<file path="src/rtl/rpk_pkg.sv">
// Shared defaults and helpers for the R-peak detector.
// Assumes: sample width below 32 bits, window length at least 2.
package rpk_pkg;
    localparam int unsigned DEF_SMP_W = 16;  // input sample width
    localparam int unsigned DEF_ACC_W = 24;  // smoothing accumulator width
    localparam int unsigned DEF_WIN   = 30;  // integration window, samples
    localparam int unsigned DEF_LOOK  = 8;   // look-ahead depth, samples
    localparam int unsigned DEF_REFR  = 40;  // refractory length, samples
    localparam int unsigned DEF_IDX_W = 32;  // sample index width

    // Largest sum the window can hold: win entries of the largest magnitude.
    function automatic longint unsigned sum_ceiling(int unsigned win, int unsigned smp_w);
        return 64'(win) * ((64'(1) << smp_w) - 64'(1));
    endfunction
endpackage

</file>
<file path="src/rtl/rpk_diff_rect.sv">
// First difference followed by absolute value, one register stage.
// Assumes: samples are signed; the first sample after reset has no
// predecessor and is treated as a zero difference.
module rpk_diff_rect #(
    parameter int unsigned SMP_W = 16
) (
    input  logic                    clk,
    input  logic                    rst_n,
    input  logic                    in_valid,
    input  logic signed [SMP_W-1:0] in_data,
    output logic                    out_valid,
    output logic [SMP_W:0]          out_mag
);
    logic signed [SMP_W-1:0] prev_q;
    logic                    primed_q;
    logic signed [SMP_W:0]   delta;
    logic [SMP_W:0]          mag_d;

    // Difference with one extra bit, then magnitude.
    always_comb begin
        if (primed_q) begin
            delta = $signed({in_data[SMP_W-1], in_data}) - $signed({prev_q[SMP_W-1], prev_q});
        end else begin
            delta = '0;
        end
        mag_d = delta[SMP_W] ? $unsigned(-delta) : $unsigned(delta);
    end

    // Keep the last sample and register the magnitude.
    always_ff @(posedge clk) begin
        if (!rst_n) begin
            prev_q    <= '0;
            primed_q  <= 1'b0;
            out_valid <= 1'b0;
            out_mag   <= '0;
        end else begin
            out_valid <= in_valid;
            if (in_valid) begin
                prev_q   <= in_data;
                primed_q <= 1'b1;
                out_mag  <= mag_d;
            end
        end
    end

    // every accepted sample yields one output one edge later.
    a_r2_stage_valid: assert property (@(posedge clk) disable iff (!rst_n)
        in_valid |=> out_valid);
    // first sample after reset gives a zero magnitude.
    a_r2_first_zero: assert property (@(posedge clk) disable iff (!rst_n)
        (in_valid && !primed_q) |=> (out_mag == '0));
endmodule

</file>
<file path="src/rtl/rpk_window_sum.sv">
// Moving-window integrator: running sum of the last WIN magnitudes.
// A circular history supplies the value that leaves the window.
// Assumes: ACC_W is wide enough for WIN full-scale magnitudes.
module rpk_window_sum
    import rpk_pkg::*;
#(
    parameter int unsigned IN_W  = 17,
    parameter int unsigned ACC_W = 24,
    parameter int unsigned WIN   = 30
) (
    input  logic             clk,
    input  logic             rst_n,
    input  logic             in_valid,
    input  logic [IN_W-1:0]  in_mag,
    output logic             out_valid,
    output logic [ACC_W-1:0] out_sum
);
    localparam int unsigned     PTR_W   = $clog2(WIN);
    localparam longint unsigned SUM_MAX = sum_ceiling(WIN, IN_W - 1);

    logic [IN_W-1:0]  hist_q [WIN];
    logic [PTR_W-1:0] ptr_q;
    logic [ACC_W-1:0] sum_q;
    logic [ACC_W-1:0] sum_d;

    // Add the newest magnitude, drop the oldest.
    always_comb begin
        sum_d = sum_q + ACC_W'(in_mag) - ACC_W'(hist_q[ptr_q]);
    end

    // History write, pointer advance and sum update.
    always_ff @(posedge clk) begin
        if (!rst_n) begin
            for (int k = 0; k < WIN; k++) begin
                hist_q[k] <= '0;
            end
            ptr_q     <= '0;
            sum_q     <= '0;
            out_valid <= 1'b0;
        end else begin
            out_valid <= in_valid;
            if (in_valid) begin
                hist_q[ptr_q] <= in_mag;
                ptr_q         <= (ptr_q == PTR_W'(WIN - 1)) ? '0 : ptr_q + PTR_W'(1);
                sum_q         <= sum_d;
            end
        end
    end

    assign out_sum = sum_q;

    // the sum never exceeds the full-scale ceiling.
    a_r5_no_overflow: assert property (@(posedge clk) disable iff (!rst_n)
        64'(out_sum) <= SUM_MAX);
    // when the entering value is not smaller than the leaving one, the sum cannot fall (a wrap would).
    a_r5_no_wrap: assert property (@(posedge clk) disable iff (!rst_n)
        (in_valid && (in_mag >= hist_q[ptr_q])) |=> (out_sum >= $past(out_sum)));
    // each magnitude produces one smoothed value one edge later.
    a_r4_stage_valid: assert property (@(posedge clk) disable iff (!rst_n)
        in_valid |=> out_valid);
endmodule

</file>
<file path="src/rtl/rpk_peak_pick.sv">
// Look-ahead peak picker with threshold and refractory hold.
// Holds the last LOOK smoothed values; the oldest one is the candidate,
// judged when the next value arrives. Assumes LOOK >= 2, REFR >= 2.
module rpk_peak_pick #(
    parameter int unsigned VAL_W = 24,
    parameter int unsigned LOOK  = 8,
    parameter int unsigned REFR  = 40,
    parameter int unsigned IDX_W = 32
) (
    input  logic             clk,
    input  logic             rst_n,
    input  logic             in_valid,
    input  logic [VAL_W-1:0] in_val,
    input  logic [VAL_W-1:0] thresh,
    output logic             peak_strobe,
    output logic [IDX_W-1:0] peak_index
);
    localparam int unsigned FILL_W = $clog2(LOOK + 1);
    localparam int unsigned RC_W   = $clog2(REFR);

    logic [VAL_W-1:0]  la_q [LOOK];
    logic [FILL_W-1:0] fill_q;
    logic [IDX_W-1:0]  idx_q;
    logic [RC_W-1:0]   hold_q;
    logic [LOOK-1:0]   beats;
    logic [VAL_W-1:0]  cand;
    logic              full;
    logic              fire;

    assign cand = la_q[LOOK-1];
    assign full = (fill_q == FILL_W'(LOOK));

    // One strict comparator per later sample; ties fail.
    for (genvar k = 0; k < LOOK - 1; k++) begin : g_cmp
        assign beats[k] = cand > la_q[k];
    end
    assign beats[LOOK-1] = cand > in_val;

    // Peak decision for the candidate as its last successor arrives.
    always_comb begin
        fire = in_valid && full && (&beats) && (cand > thresh) && (hold_q == '0);
    end

    // Shift the look-ahead window on each smoothed value.
    always_ff @(posedge clk) begin
        if (!rst_n) begin
            for (int k = 0; k < LOOK; k++) begin
                la_q[k] <= '0;
            end
        end else if (in_valid) begin
            la_q[0] <= in_val;
            for (int k = 1; k < LOOK; k++) begin
                la_q[k] <= la_q[k-1];
            end
        end
    end

    // Fill count, sample index, refractory counter and outputs.
    always_ff @(posedge clk) begin
        if (!rst_n) begin
            fill_q      <= '0;
            idx_q       <= '0;
            hold_q      <= '0;
            peak_strobe <= 1'b0;
            peak_index  <= '0;
        end else begin
            peak_strobe <= fire;
            if (in_valid) begin
                idx_q <= idx_q + IDX_W'(1);
                if (!full) begin
                    fill_q <= fill_q + FILL_W'(1);
                end
                if (fire) begin
                    peak_index <= idx_q - IDX_W'(LOOK);
                    hold_q     <= RC_W'(REFR - 1);
                end else if (full && (hold_q != '0)) begin
                    hold_q <= hold_q - RC_W'(1);
                end
            end
        end
    end

    // the refractory hold rules out strobes on consecutive cycles.
    a_r8_no_back_to_back: assert property (@(posedge clk) disable iff (!rst_n)
        peak_strobe |=> !peak_strobe);
    // a strobe only follows an edge that took a smoothed value.
    a_r9_after_sample: assert property (@(posedge clk) disable iff (!rst_n)
        peak_strobe |-> $past(in_valid));
    // the index holds between strobes.
    a_r9_index_hold: assert property (@(posedge clk) disable iff (!rst_n)
        !peak_strobe |-> $stable(peak_index));
endmodule

</file>
<file path="src/rtl/ecg_rpeak_detect.sv">
// R-peak detector top: difference, magnitude, moving sum, look-ahead pick.
// Assumes: samples arrive at a fixed rate at most one per clock;
// thresh is held steady while samples flow.
module ecg_rpeak_detect
    import rpk_pkg::*;
#(
    parameter int unsigned SMP_W = DEF_SMP_W,
    parameter int unsigned ACC_W = DEF_ACC_W,
    parameter int unsigned WIN   = DEF_WIN,
    parameter int unsigned LOOK  = DEF_LOOK,
    parameter int unsigned REFR  = DEF_REFR,
    parameter int unsigned IDX_W = DEF_IDX_W
) (
    input  logic                    clk,
    input  logic                    rst_n,
    input  logic                    smp_valid,
    input  logic signed [SMP_W-1:0] smp_data,
    input  logic [ACC_W-1:0]        thresh,
    output logic                    peak_strobe,
    output logic [IDX_W-1:0]        peak_index
);
    localparam int unsigned MAG_W = SMP_W + 1;

    logic             mag_valid;
    logic [MAG_W-1:0] mag;
    logic             sum_valid;
    logic [ACC_W-1:0] sum;

    rpk_diff_rect #(.SMP_W(SMP_W)) u_diff (
        .clk       (clk),
        .rst_n     (rst_n),
        .in_valid  (smp_valid),
        .in_data   (smp_data),
        .out_valid (mag_valid),
        .out_mag   (mag)
    );

    rpk_window_sum #(.IN_W(MAG_W), .ACC_W(ACC_W), .WIN(WIN)) u_win (
        .clk       (clk),
        .rst_n     (rst_n),
        .in_valid  (mag_valid),
        .in_mag    (mag),
        .out_valid (sum_valid),
        .out_sum   (sum)
    );

    rpk_peak_pick #(.VAL_W(ACC_W), .LOOK(LOOK), .REFR(REFR), .IDX_W(IDX_W)) u_pick (
        .clk         (clk),
        .rst_n       (rst_n),
        .in_valid    (sum_valid),
        .in_val      (sum),
        .thresh      (thresh),
        .peak_strobe (peak_strobe),
        .peak_index  (peak_index)
    );
endmodule

</file>
<file path="config.mk">
export PLATFORM = sky130hd
export DESIGN_NAME = ecg_rpeak_detect
export DESIGN_NICKNAME = d
export VERILOG_FILES = /design/src/rtl/rpk_pkg.sv /design/src/rtl/rpk_diff_rect.sv /design/src/rtl/rpk_window_sum.sv /design/src/rtl/rpk_peak_pick.sv /design/src/rtl/ecg_rpeak_detect.sv
export SDC_FILE = /design/constraint.sdc
export NUM_CORES = 2
export LEC_CHECK = 0
export BUFFER_PORTS_ARGS = -buffer_cell sky130_fd_sc_hd__buf_2
export CAP_MARGIN = 20
export CORE_MARGIN = 10
export CORE_UTILIZATION = 60
export DETAILED_ROUTE_END_ITERATION = 6
export GPL_TIMING_DRIVEN = 0
export PLACE_DENSITY = 0.82
export SYNTH_ARGS = -nofsm -noshare
export SYNTH_HDL_FRONTEND = slang
export SYNTH_HIERARCHICAL = 1
export SYNTH_SLANG_ARGS = --single-unit
export TNS_END_PERCENT = 20
</file>
<file path="constraint.sdc">
create_clock -name clk -period 7.56 [get_ports clk]
set_input_delay 0.756 -clock clk [delete_from_list [all_inputs] [get_ports clk]]
set_output_delay 0.756 -clock clk [all_outputs]
set_load 0.01 [all_outputs]
</file>
Yosys cells after proc, flatten, opt, wreduce, memory -nomap -nowiden:

Memories as Yosys holds them, arrays and structs flattened. A register that Yosys moved wholly into a read port is not among the register bits.
Index checks and enable logic that the tools add are counted.

* reduce and logical (&&, ||, !) cells: 13
* mux-type cells: 25
* add/subtract/negate cells: 9
* bitwise gates (word level): 9
* $lt $le $gt $ge: 9
* eq/ne operators: 2

Operators with widths (number)
* $gt 24x24->1: 9
* $mux 24: 8
* $mux 17: 3
* $add 32x1->32 const B: 1
* $sub 32x4->32 const B: 1
* $add 24x17->24: 1
* $sub 24x17->24: 1
* $mux 5: 4
* $neg 17->17: 1
* $reduce_or 17->1: 1
* $sub 16x16->17: 1
* $mux 6: 2
* $mux 1: 8
* $or 1x1->1: 8
* $reduce_and 8->1: 1
* $logic_not 6->1: 1
* $reduce_and 2->1: 3
* $reduce_bool 6->1: 1
* $sub 6x1->6 const B: 1
* $add 5x1->5 const B: 1
* $eq 5x5->1 const B: 1
* $logic_and 1x1->1: 5
* $add 4x1->4 const B: 1
* $eq 4x4->1 const B: 1
* 2 further kinds: 2

* bits of input ports: 43
* bits in writable memories: 702
* output and inout port bits: 33
* register bits: 140
* memories: 2

Memories
* u_win.hist_q: words 30, width 17, read ports 1, clocked after memory_dff 1, wr ports 30, line rpk_window_sum.sv:21 `logic [IN_W-1:0] hist_q [WIN];`
* u_pick.la_q: words 8, width 24, read ports 8, clocked after memory_dff 0, wr ports 8, line rpk_peak_pick.sv:21 `logic [VAL_W-1:0] la_q [LOOK];`

Longest topological paths before layout:

* word-level depth: 7
* depth in mapped cells: 17
* gate-level depth less buffers: 14

Modules after synthesis:

The synthesis kept the hierarchy.

By module, submodules not included
* rpk_window_sum: cells an instance 1886, area each 27067.2 um2, times used 1
* rpk_peak_pick: cells an instance 1624, area each 16001.6 um2, times used 1
* rpk_diff_rect: cells an instance 351, area each 2797.7 um2, times used 1

Least setup slack after synthesis:

OpenSTA, ideal clock, no wires.

* path type: register to register
* start: register u_win.out_valid
* end: memory u_pick.la_q[0][0], enable pin
* slack: 1.617 ns
* data required time: 6.974 ns
* period minus slack after synthesis: 5.943 ns
* stages on the path, launching flop included: 4
* setup time: 0.586 ns
* data arrival time: 5.357 ns
* buffers on the path: 2
* cells stage by stage: dfxtp_1 -> buf_2 -> buf_1 -> nand2b_1

RTL lines
* start, declared: line rpk_window_sum.sv:15 `output logic out_valid,`
* start signal, assigned: line rpk_window_sum.sv:41 `out_valid <= in_valid;`
* end, declared: line rpk_peak_pick.sv:21

==> run_results.csv <==
group,metric,value,unit
status,status,"finished with violations",
status,violations,"design-rule violations",
sta,fmax,163.4,MHz
synthesis,synth_cell_types,86,
placement,numPortBuffers,74,
global_route,grt_pass1_vias,34297,
worst_setup_path,crit_type,"reg -> reg",
clocking,cts_setup_buffers,0,
sta,fin_crit,6.122,ns
global_route,grt_max_degree,72,
clocking,cts_htree_levels,3,
worst_hold_path,hold_path.class,"in -> reg",
layout,nets,4376,
floorplan,start_util,0.6049,
floorplan,core,0.07582,mm2
synthesis,syn_avg_cell_area,11.88,um2
global_route,grt.overflow.total,0,
worst_setup_path,cp_slowest_cell,"clkbuf_1",
sta,finalHoldViolCount,0,
job,drv_cap,0,
clocking,root_buffer,"clkbuf_16",
worst_setup_path,path_buf_inv,5,
detailed_routing,vias,34285,
placement,dpl.hpwl,94.09,mm
floorplan,ios,76,
floorplan,fp.dieH,296.5,um
detailed_routing,drt_iter0_markers,4505,
pwr,p_leak,18.71,nW
clocking,path_clk_slew,0.06,ns
clocking,clock_path_buffers,3,
clocking,cts_resized,0,
worst_setup_path,path_delay_family,"buffers and inverters",
clocking,cts_inserted_buffers,93,
clocking,worstSkewPairLatency,0.69,ns
global_route,grt_pass1_wl,202.1,mm
placement,gp_congestion,1.048,
sta,finalCritPeriodShare,0.8097,
sta,rsz0062_at_grt,"false",
detailed_routing,first_pass_iters,7,
detailed_routing,final_antenna_net_count,0,
layout,area_growth,10.91,%
detailed_routing,post_drt_wl_per_cell,26.20,um
sta,whs,0.3249,ns
worst_setup_path,required,8.13,ns
synthesis,mappedNetlistArea,0.04587,mm2
worst_setup_path,critPathMaxFanout,10,
synthesis,ys_ff_latch,881,
sta,maxSlewViolCount,0,
floorplan,die_x,296.5,um
sta,relSlewSlack,0.1686,
floorplan,rows,101,
sta,worstMarginPinSlew,1.247,ns
synthesis,syn_inst,3861,
synthesis,synth_nets,4189,
sta,final-setup-viol-count,0,
synthesis,synthFlopType,"edfxtp_1",
worst_setup_path,arrival,6.70,ns
clocking,hold_buffers,0,
worst_setup_path,cp-end-kind,"flip-flop",
worst_setup_path,critPathMaxStageDelay,0.62,ns
synthesis,synth_edf_count,736,
detailed_routing,drc,7,
pwr,power_density,239.8,mW/mm2
global_route,antenna_found_initial,9,
clocking,cts_tree,"yes",
worst_setup_path,path_cells,"clkbuf_1 -> buf_8 -> buf_2 -> clkbuf_1 -> mux4_2 -> mux4_2 -> mux2_2 -> fa_1 -> inv_1 -> fa_1 -> a21oi_1 -> o211ai_1 -> a31oi_1 -> o21ai_1 -> and2_1 -> or3_1 -> a41oi_1",
clocking,cts_sinks,881,
worst_setup_path,critPathLaunchType,"flip-flop",
detailed_routing,wl,133.8,mm
layout,drive_gt1_frac,0.1195,
synthesis,async_flop_share,0,
synthesis,ys_seq_area_frac,0.5451,
layout,fillers,5272,
pwr,ir_worst_vdd,0.2119,mV
sta,fin_skew,0.05727,ns
pwr,finalPower,12.20,mW
detailed_routing,viasPerCell,6.713,
floorplan,die_area,0.08790,mm2
global_route,grt.total_usage,0.3048,
synthesis,synth_warnings,6,
-- cell usage after synthesis, types with 4 or more instances --
cell / count / area, um2
nor2_1: 162 / 608.1
mux4_2: 168 / 3784
or4_1: 10 / 75.07
a31oi_1: 12 / 75.07
o21ai_0: 124 / 620.6
inv_1: 327 / 1227
a211o_1: 7 / 61.31
nor4_1: 17 / 106.4
a211oi_1: 23 / 172.7
nand4_1: 63 / 394.1
nor3_1: 533 / 2668
and2_1: 15 / 93.84
mux2_2: 18 / 202.7
dfxtp_1: 145 / 2903
o21ai_1: 4 / 20.02
o21a_1: 9 / 67.56
buf_1: 13 / 48.80
nand3b_1: 13 / 97.59
mux2i_1: 35 / 350.3
xor2_1: 50 / 437.9
nor2b_1: 31 / 193.9
a2111oi_0: 5 / 43.79
o2bb2ai_1: 4 / 35.03
nand2b_1: 15 / 93.84
buf_6: 4 / 45.04
buf_2: 21 / 105.1
xnor2_1: 38 / 332.8
ha_1: 267 / 3341
clkbuf_1: 274 / 1028
and4_1: 8 / 70.07
a21oi_1: 179 / 895.9
o31ai_1: 12 / 90.09
or2_2: 5 / 31.28
a21boi_0: 5 / 37.54
fa_1: 18 / 360.4
a21o_1: 27 / 202.7
nand3_1: 70 / 350.3
o211ai_1: 21 / 157.7
or3_1: 19 / 118.9
nand2_1: 120 / 450.4
and3_1: 163 / 1020
a221oi_1: 5 / 43.79
edfxtp_1: 736 / 22100
-- cell type report --
type                            instances  area [um2]  share of cell area
Inverter                              331        1242             0.02442
Buffer                                315        1277             0.02511
Multi-Input combinational cell       2334       18470              0.3630
Clock inverter                         52       525.5             0.01033
Sequential cell                       881       25000              0.4915
Timing Repair Buffer                   92       635.6             0.01250
Tap cell                              978        1224             0.02406
Antenna cell                            2       5.005          0.00009839
Clock buffer                          122        2490             0.04895
-- per-layer routing --
metal	vias to the layer above	routed length, um	track usage
li1	14798	-	-
met1	16461	43160	0.3431
met2	2372	63180	0.4992
met3	636	16550	0.08997
met4	18	10710	0.2056
met5	-	220	0.003966
-- worst reg2reg max path, delay by kind of cell, from the launching register on --
family	cells	cell delay (ns)
AOI/OAI and AO/OA	5	1.22
adders and majority gates	2	0.96
buffers and inverters	5	1.65
DFF	1	0.31
muxes	3	1.29
and+or+nand+nor	2	0.63
-- through the flow --
stage,TNS [ns],instances,utilization,setup WS (ns),cell area (um2)
4_1_cts,0,5103,0.6706,1.294,50840
5_1_grt,0,5105,0.6708,1.336,50860
6_report,0,5107,0.6709,1.438,50870
3_3_place_gp,-136.44,4913,0.6259,-0.7284,47460
2_1_floorplan,0,3861,-,1.617,45870
3_5_place_dp,0,4929,0.6308,1.323,47830
-- kinds of logic (layout without fill, tap and decap cells) --
| family | after synthesis | count (layout) | share of synthesized area |
|---|---|---|---|
| AO/OA/AOI/OAI | 474 | 474 | 0.06375 |
| adder cells (fa/ha/maj) | 285 | 285 | 0.08069 |
| XOR/XNOR | 88 | 88 | 0.01680 |
| buffers and inverters | 646 | 912 | 0.05494 |
| AND/OR/NAND/NOR | 1264 | 1264 | 0.1430 |
| other | 0 | 2 | 0 |
| flip-flops | 881 | 881 | 0.5451 |
| multiplexers | 223 | 223 | 0.09570 |
-- worst paths after layout --
path | cells after the start | slack (ns) | endpoint | start
worst max-delay path | 17 | 1.44 | u_win/out_sum[18] | flip-flop
worst min-delay path | 3 | 0.32 | u_diff/prev_q[13] | smp_data[13]
worst max register to register | 17 | 1.44 | u_win/out_sum[18] | flip-flop
worst min register to register | 2 | 0.47 | u_pick/peak_index[20] | u_pick/peak_index[20]
-- report_power, final --
part / internal, mW / switching (mW)
logic: 0.759 / 1.29
clock network: 2.55 / 1.96
registers: 5.47 / 0.159
total: 8.78 / 3.42
-- flip-flops by register name (all words and copies together), names as in the netlist, named ones only --
name and cells:
u_win/hist_q 544, u_pick/peak_strobe 1, u_win/ptr_q 5, u_diff/prev_q 16, u_win/out_sum 24, u_diff/out_mag 17, u_diff/out_valid 1, u_diff/primed_q 1
u_pick/idx_q 32, u_pick/fill_q 4, u_pick/peak_index 32, u_win/out_valid 1, u_pick/hold_q 6, u_pick/la_q 192
-- layout by cell type, fill, tap and decap left out, drive strengths merged, types with 63 or more instances in the layout --
cell type and n:
nand4 63, nand3 70, inv 336, and3 163, nand2 120, ha 267, nor2 162, nor3 534
o21ai 128, edfxtp 736, dfxtp 145, a21oi 179, clkbuf 396, buf 133, mux4 170
Note: power is estimated with default switching activity, not from simulation.
